==> config.mk <==
export PLATFORM = sky130hd
export DESIGN_NAME = simt_divergence_ctl
export DESIGN_NICKNAME = d
export VERILOG_FILES = /design/src/rtl/simt_div_pkg.sv /design/src/rtl/simt_lane_split.sv /design/src/rtl/simt_mask_stack.sv /design/src/rtl/simt_divergence_ctl.sv
export SDC_FILE = /design/constraint.sdc
export NUM_CORES = 1
export LEC_CHECK = 0
export ABC_AREA = 1
export ABC_CLOCK_PERIOD_IN_PS = 7210
export BUFFER_PORTS_ARGS = -buffer_cell sky130_fd_sc_hd__buf_2
export CORE_ASPECT_RATIO = 1.4
export CORE_MARGIN = 5
export CORE_UTILIZATION = 50
export DETAILED_ROUTE_END_ITERATION = 8
export PLACE_DENSITY = 0.74
export SLEW_MARGIN = 20
export SYNTH_ARGS = -nofsm -noshare
export SYNTH_HDL_FRONTEND = slang
export SYNTH_SLANG_ARGS = --single-unit
==> constraint.sdc <==
create_clock -name clk -period 7.21 [get_ports clk]
set_input_delay 1.8025 -clock clk [delete_from_list [all_inputs] [get_ports clk]]
set_output_delay 1.8025 -clock clk [all_outputs]
set_load 0.01 [all_outputs]
==> src/rtl/simt_div_pkg.sv <==
// Package: shared decode for the divergence controller.
// Assumes: one event is acted on per clock; OP values are internal only.
package simt_div_pkg;

    typedef enum logic [2:0] {
        OP_IDLE  = 3'd0,  // nothing to do
        OP_TAKE  = 3'd1,  // uniform branch, all enabled lanes taken
        OP_SKIP  = 3'd2,  // uniform branch, no enabled lane taken
        OP_SPLIT = 3'd3,  // divergent branch, entry pushed
        OP_SPILL = 3'd4,  // divergent branch on a full stack
        OP_FLIP  = 3'd5,  // first marker: switch to the waiting path
        OP_POP   = 3'd6   // second marker: rejoin and release entry
    } div_op_e;

endpackage

==> src/rtl/simt_lane_split.sv <==
// Module: simt_lane_split
// Splits the enabled lanes by predicate and classifies the branch.
// Assumes: combinational only; predicate bits of disabled lanes are don't-care.
module simt_lane_split #(
    parameter int LANES = 8
) (
    input  logic [LANES-1:0] act,
    input  logic [LANES-1:0] pred,
    output logic [LANES-1:0] take_mask,
    output logic [LANES-1:0] skip_mask,
    output logic             all_take,
    output logic             none_take,
    output logic             split
);

    // Per-lane partition of the enabled set.
    for (genvar l = 0; l < LANES; l++) begin : g_lane
        assign take_mask[l] = act[l] & pred[l];
        assign skip_mask[l] = act[l] & ~pred[l];
    end

    // Branch class: uniform taken wins when no lane is enabled.
    always_comb begin
        all_take  = (take_mask == act);
        none_take = (take_mask == '0) && !all_take;
        split     = !all_take && !none_take;
    end

endmodule

==> src/rtl/simt_mask_stack.sv <==
// Module: simt_mask_stack
// LIFO of divergence entries: restore mask, waiting mask and address,
// join address and a flag telling whether the waiting path has started.
// Assumes: caller never pushes when full nor flips/pops when empty;
// push, flip and pop are mutually exclusive.
module simt_mask_stack #(
    parameter int LANES = 8,
    parameter int DEPTH = 8,
    parameter int PCW   = 16,
    localparam int CW   = $clog2(DEPTH + 1),
    localparam int IW   = (DEPTH > 1) ? $clog2(DEPTH) : 1
) (
    input  logic             clk,
    input  logic             rst_n,
    input  logic             push,
    input  logic [LANES-1:0] push_restore,
    input  logic [LANES-1:0] push_alt,
    input  logic [PCW-1:0]   push_alt_pc,
    input  logic [PCW-1:0]   push_join_pc,
    input  logic             flip,
    input  logic             pop,
    output logic [LANES-1:0] top_restore,
    output logic [LANES-1:0] top_alt,
    output logic [PCW-1:0]   top_alt_pc,
    output logic [PCW-1:0]   top_join_pc,
    output logic             top_flipped,
    output logic [CW-1:0]    depth
);

    logic [LANES-1:0] restore_q [DEPTH];
    logic [LANES-1:0] alt_q     [DEPTH];
    logic [PCW-1:0]   altpc_q   [DEPTH];
    logic [PCW-1:0]   joinpc_q  [DEPTH];
    logic [DEPTH-1:0] flipped_q;
    logic [CW-1:0]    cnt_q;
    logic [IW-1:0]    top_idx;

    // Index of the newest entry (wraps when empty; outputs unused then).
    assign top_idx = IW'(cnt_q - CW'(1));

    // Occupancy counter.
    always_ff @(posedge clk) begin
        if (!rst_n)    cnt_q <= '0;
        else if (push) cnt_q <= cnt_q + CW'(1);
        else if (pop)  cnt_q <= cnt_q - CW'(1);
    end

    // Entry storage, one slot per level.
    for (genvar g = 0; g < DEPTH; g++) begin : g_slot
        // Capture on push into this slot; mark waiting path started on flip.
        always_ff @(posedge clk) begin
            if (!rst_n) begin
                restore_q[g]  <= '0;
                alt_q[g]      <= '0;
                altpc_q[g]    <= '0;
                joinpc_q[g]   <= '0;
                flipped_q[g]  <= 1'b0;
            end else if (push && cnt_q == CW'(g)) begin
                restore_q[g]  <= push_restore;
                alt_q[g]      <= push_alt;
                altpc_q[g]    <= push_alt_pc;
                joinpc_q[g]   <= push_join_pc;
                flipped_q[g]  <= 1'b0;
            end else if (flip && top_idx == IW'(g)) begin
                flipped_q[g]  <= 1'b1;
            end
        end
    end

    // Top-of-stack view.
    always_comb begin
        top_restore = restore_q[top_idx];
        top_alt     = alt_q[top_idx];
        top_alt_pc  = altpc_q[top_idx];
        top_join_pc = joinpc_q[top_idx];
        top_flipped = flipped_q[top_idx];
        depth       = cnt_q;
    end

endmodule

==> src/rtl/simt_divergence_ctl.sv <==
// Module: simt_divergence_ctl (top)
// Tracks the enabled-lane mask and the fetch address through nested
// divergent branches, using one stack entry per divergence.
// Assumes: at most one branch and one marker per clock; a marker in the
// same cycle as a branch wins and the branch is dropped.
module simt_divergence_ctl
    import simt_div_pkg::*;
#(
    parameter int             LANES    = 8,
    parameter int             DEPTH    = 8,
    parameter int             PCW      = 16,
    parameter logic [PCW-1:0] RESET_PC = '0,
    localparam int            CW       = $clog2(DEPTH + 1)
) (
    input  logic             clk,
    input  logic             rst_n,
    input  logic             br_valid,
    input  logic [LANES-1:0] br_pred,
    input  logic [PCW-1:0]   br_target,
    input  logic [PCW-1:0]   br_fall,
    input  logic [PCW-1:0]   br_join_pc,
    input  logic             merge_valid,
    output logic [LANES-1:0] act_mask,
    output logic [PCW-1:0]   next_pc,
    output logic             ovf
);

    logic [LANES-1:0] mask_q;
    logic [PCW-1:0]   pc_q;
    logic             ovf_q;

    logic [LANES-1:0] take_mask, skip_mask;
    logic             all_take, none_take, split;

    logic [LANES-1:0] top_restore, top_alt;
    logic [PCW-1:0]   top_alt_pc, top_join_pc;
    logic             top_flipped;
    logic [CW-1:0]    depth;
    logic             stk_empty, stk_full;
    div_op_e          op;

    simt_lane_split #(.LANES(LANES)) u_split (
        .act       (mask_q),
        .pred      (br_pred),
        .take_mask (take_mask),
        .skip_mask (skip_mask),
        .all_take  (all_take),
        .none_take (none_take),
        .split     (split)
    );

    simt_mask_stack #(.LANES(LANES), .DEPTH(DEPTH), .PCW(PCW)) u_stack (
        .clk          (clk),
        .rst_n        (rst_n),
        .push         (op == OP_SPLIT),
        .push_restore (mask_q),
        .push_alt     (skip_mask),
        .push_alt_pc  (br_fall),
        .push_join_pc (br_join_pc),
        .flip         (op == OP_FLIP),
        .pop          (op == OP_POP),
        .top_restore  (top_restore),
        .top_alt      (top_alt),
        .top_alt_pc   (top_alt_pc),
        .top_join_pc  (top_join_pc),
        .top_flipped  (top_flipped),
        .depth        (depth)
    );

    // Stack occupancy flags.
    assign stk_empty = (depth == '0);
    assign stk_full  = (depth == CW'(DEPTH));

    // Event decode: marker first, then branch class.
    always_comb begin
        op = OP_IDLE;
        if (merge_valid) begin
            if (!stk_empty) op = top_flipped ? OP_POP : OP_FLIP;
        end else if (br_valid) begin
            if (split)          op = stk_full ? OP_SPILL : OP_SPLIT;
            else if (all_take)  op = OP_TAKE;
            else if (none_take) op = OP_SKIP;
        end
    end

    // Mask, address and overflow state update.
    always_ff @(posedge clk) begin
        if (!rst_n) begin
            mask_q <= '1;
            pc_q   <= RESET_PC;
            ovf_q  <= 1'b0;
        end else begin
            unique case (op)
                OP_TAKE:  pc_q <= br_target;
                OP_SKIP:  pc_q <= br_fall;
                OP_SPLIT: begin
                    mask_q <= take_mask;
                    pc_q   <= br_target;
                end
                OP_SPILL: ovf_q <= 1'b1;
                OP_FLIP: begin
                    mask_q <= top_alt;
                    pc_q   <= top_alt_pc;
                end
                OP_POP: begin
                    mask_q <= top_restore;
                    pc_q   <= top_join_pc;
                end
                default: ;
            endcase
        end
    end

    assign act_mask = mask_q;
    assign next_pc  = pc_q;
    assign ovf      = ovf_q;

endmodule

Word level (Yosys, flattened, before mapping)

Memory sizes are Yosys's and may differ from the RTL's.
Index checks and enable logic that the tools add are counted.
Widths: inputs -> output; s select.

Memories kept: 4
Memory bits (writable): 384
Input port bits: 60
Logic and storage cells: 204
Register bits: 37
Output and inout bits: 25

Muxes and demuxes: 71
Equal/unequal tests: 22
Bitwise gates (word level): 57
Reductions and logical operators: 35
$add $sub $neg: 2
$lt $le $gt $ge: 1

Memories:

| name              | depth | width | read ports | clocked after memory_dff | write ports | line                  | RTL |
|---|---|---|---|---|---|---|---|
| u_stack.altpc_q   | 8     | 16    | 1          | 0                        | 8           | simt_mask_stack.sv:32 | `logic [PCW-1:0] altpc_q [DEPTH];` |
| u_stack.joinpc_q  | 8     | 16    | 1          | 0                        | 8           | simt_mask_stack.sv:33 | `logic [PCW-1:0] joinpc_q [DEPTH];` |
| u_stack.alt_q     | 8     | 8     | 1          | 0                        | 8           | simt_mask_stack.sv:31 | `logic [LANES-1:0] alt_q [DEPTH];` |
| u_stack.restore_q | 8     | 8     | 1          | 0                        | 8           | simt_mask_stack.sv:30 | `logic [LANES-1:0] restore_q [DEPTH];` |

Operator list:

| operator            | count |
|---|---|
| $mux 16             | 16 |
| $mux 8              | 16 |
| $pmux 16 s4         | 1 |
| $or 1x1->1          | 32 |
| $mux 1              | 26 |
| $pmux 8 s3          | 1 |
| $eq 3x3->1 const B  | 7 |
| $logic_and 1x1->1   | 18 |
| $reduce_or 2->1     | 9 |
| $and 1x1->1         | 16 |
| $eq 4x3->1 const B  | 4 |
| $mux 3              | 5 |
| $eq 3x2->1 const B  | 4 |
| $not 1->1           | 9 |
| $eq 4x2->1 const B  | 2 |
| $eq 8x8->1          | 1 |
| $logic_not 8->1     | 1 |
| $mux 4              | 2 |
| $eq 3x1->1 const B  | 2 |
| $mux 2              | 3 |
| $add 4x1->4 const B | 1 |
| $eq 4x1->1 const B  | 1 |
| $eq 4x4->1 const B  | 1 |
| $logic_not 4->1     | 1 |
| 8 further kinds     | 9 |

Longest topological paths before layout

Depth after elaboration: 15
Mapped depth: 20
Mapped depth without buffers: 14

Cells and area by module

From an unflattened synthesis, not the netlist that was laid out.

Cells, all modules: 2229
Area, all modules: 20020.5 µm²

By module, submodules not included:

| module              | sequential area each (µm²) | cells each | times used | area each (µm²) |
|---|---|---|---|---|
| simt_mask_stack     | 11771.3                    | 1866       | 1          | 17966.0 |
| simt_divergence_ctl | 500.5                      | 305        | 1          | 1818.0 |
| simt_lane_split     | 0.0                        | 58         | 1          | 236.5 |

Least setup slack after synthesis

OpenSTA, ideal clock, no wires.

Kind: input port to flip-flop
Start: input port br_pred[0]
End: memory u_stack.alt_q[0][0], enable pin
Setup time: 0.522 ns
Data arrival time: 6.174 ns
Stages: 10
Path slack: 0.513 ns
Buffers on the path: 2
Data required time: 6.688 ns
Path through: buf_2 inv_1 nand2_1 nand2_1 nor2_1 nand2_1 a21oi_2 nand2_2 buf_6 o21ai_0

RTL lines:

| item            | line                      | RTL |
|---|---|---|
| start, declared | simt_divergence_ctl.sv:18 | `input logic [LANES-1:0] br_pred,` |
| end, declared   | simt_mask_stack.sv:31     |  |

==> metrics <==
status=complete, no violations; root buf cell=clkbuf_16; layout cells sized above 1=10.9%; WS Path Type=reg2reg; CTS Hold Bufs=0; Synth Register Bits=421; crit path time final=5.23 ns; maximum clock rate=0.191 GHz; DR pass1 iterations=6; leakage=8.90 nW; clk sinks=421; Die X=177 um; num rows=85; Slew HR=23.8%; RePlAce Congestion=0.849; Clock Latency Late Sink=0.56 ns; worst vdd ir=0.000239 V; post-synthesis compound-gate area fraction=2.84%; Nets=2163; I/O Pins=85; R2R Setup Slk=1.98 ns; Area growth syn-to-layout=10.4%; peak per-stage delay on the critical path=0.87 ns; Vias per Instance=5.70; Fin Setup TNS=0 ns; routed len/inst=20.4 um; DR vias=15100; Overflow after GRT=0; number of global-route vias before repair=15000; Post-Syn Nets=2143; fin. max-slew vios=0; CTS tree=done; largest family of logic cells by synthesized area=simple AND/OR/NAND/NOR gates; cell count after synthesis=2077; Starting DRT DRC Count=1640; Final Util=55.9%; final hold viol count=0; cts repair resizes=0; initial cell density of the core=50.6%; PwrDens=314 nW/um^2; slowest library cell on the worst path=buf_4; Inserted Diodes=0; worst-margin pin slew=1.14 ns; Post-Synth Simple-Gate Area=27.8%; Antenna Nets Post-Route=0; Cell variety after synth=31; post-synthesis mux area share=0.822%; fin crit share=72.6%; DIE AREA=43100 sq um; post-CTS setup buffers=0; IO buf count=84; critical path arrival=5.53 ns; HPWL Detailed=30.7 mm; DRC Markers=0; mapped cell area=19500 sq um; final wirelength=54.0 mm; commonest non-fill, non-tap cell in the layout=nand2_1; commonest non-fill, non-tap cells in the layout=568 x nand2_1, 411 x nor2_1, 384 x edfxtp_1; first-pass GRT wire length=83.6 mm; core area=38500 sq um; largest net degree at the start of global routing=88; Post-Synth Adder-Cell Area=0.385%; Crit Path Max Fanout=87; antenna violations before repair=0; chain of cells forming the critical path=buf_4, buf_4, nand2_1, nand3_1, nand3_1, nand3_2, nand2_1, nand2_2, nor2_2, nand2_1, nand2_2, buf_4; Hold WS=0.458 ns; RSZ-0062 raised after global routing=no; clk_skew=0.0181 ns; Inserted Clock Buffers=40; worst path required time=7.50 ns; H-tree depth=2; MaxCap Viol Count=0; Total GRT Usage=24.8%; setup violators final=0; Die Span Y=244 um; syn_area_per_cell=9.38 sq um; Post-Synth XOR/XNOR Area=0.212%; Hold Crit Class=reg2reg; synthesis warning total=0; clk slew on worst S/H paths=0.06 ns; Worst setup EP type=flop; CP startpoint kind=flop; Seq/Total Area, Yosys=63.0%; clk buf depth=3
-- flip-flops by register name, summed over array words and instances (netlist names) --
name,flops
u_stack.depth,4
u_stack.restore_q,64
next_pc,16
ovf,1
u_stack.flipped_q,8
u_stack.joinpc_q,128
u_stack.altpc_q,128
act_mask,8
u_stack.alt_q,64
-- cells by family (layout without fill, tap and decap cells) --
family | Yosys count | after routing
AO/OA/AOI/OAI | 102 | 102
adder cells (fa/ha/maj) | 6 | 6
XOR/XNOR | 3 | 3
flip-flops | 421 | 421
buffers and inverters | 219 | 270
multiplexers | 16 | 16
AND/OR/NAND/NOR | 1310 | 1310
-- Yosys cell counts (all sizes together) --
| cell type | count | area (sq um) |
|---|---|---|
| or2 | 6 | 37.5 |
| xnor2 | 1 | 16.3 |
| mux2i | 16 | 160 |
| clkinv | 7 | 26.3 |
| nand4 | 2 | 12.5 |
| a21oi | 61 | 309 |
| xor2 | 2 | 25.0 |
| nor2 | 437 | 1720 |
| o211ai | 6 | 45.0 |
| dfxtp | 37 | 741 |
| clkbuf | 68 | 255 |
| edfxtp | 384 | 11500 |
| ha | 6 | 75.1 |
| inv | 80 | 300 |
| o21ai | 29 | 145 |
| a32o | 2 | 20.0 |
| buf | 64 | 398 |
| nand3 | 272 | 1390 |
| nand2 | 579 | 2180 |
| a22o | 4 | 35.0 |
| nor3 | 14 | 70.1 |
-- worst max-delay path, delay by kind of cell (launching register included) --
kind	cells	cell delay, ns
simple gates	9	1.96
buf+inv	3	2.14
flops	1	0.68
-- through the flow --
| step | setup slack (ns) | cell area, sq um | cells | total power [mW] |
|---|---|---|---|---|
| 5_1_grt | 1.67 | 21500 | 2650 | 7.04 |
| 2_1_floorplan | 0.513 | 19500 | 2077 | 4.06 |
| 6_report | 1.98 | 21500 | 2650 | 6.76 |
| 3_5_place_dp | 1.99 | 20200 | 2577 | 4.62 |
| 3_3_place_gp | 2.04 | 20200 | 2577 | 4.59 |
| 4_1_cts | 2.14 | 21500 | 2650 | 6.74 |
-- area by class of cell --
| class | count | area [sq um] |
|---|---|---|
| fillers | 3369 | 17000 |
| flip-flops and latches | 421 | 12300 |
| multi-input cells | 1437 | 6330 |
| clock buffers | 49 | 1060 |
| well taps | 522 | 653 |
| repair buffers | 110 | 616 |
| inverters | 87 | 330 |
| clock inverters | 24 | 253 |
-- power breakdown --
| part | switching [mW] | internal, mW |
|---|---|---|
| sequential | 0.0905 | 2.80 |
| clock | 0.918 | 1.23 |
| combinational | 1.25 | 0.466 |
| total | 2.26 | 4.50 |
-- routing by layer --
layer,GRT usage (%),vias up,routed length (um)
li1,-,6920,-
met1,30.8,7119,19700
met2,42.3,869,26500
met3,4.14,186,5050
met4,11.7,0,2760
met5,0,-,0
-- final timing paths --
check,from,to,cells after the start
worst max-delay path,u_stack.depth[0],u_stack.joinpc_q[3][14],12
worst min-delay path,u_stack.flipped_q[1],u_stack.flipped_q[1],2
worst max register to register,u_stack.depth[0],u_stack.joinpc_q[3][14],12
worst min register to register,u_stack.flipped_q[1],u_stack.flipped_q[1],2
Note: power is estimated with default switching activity, not from simulation.
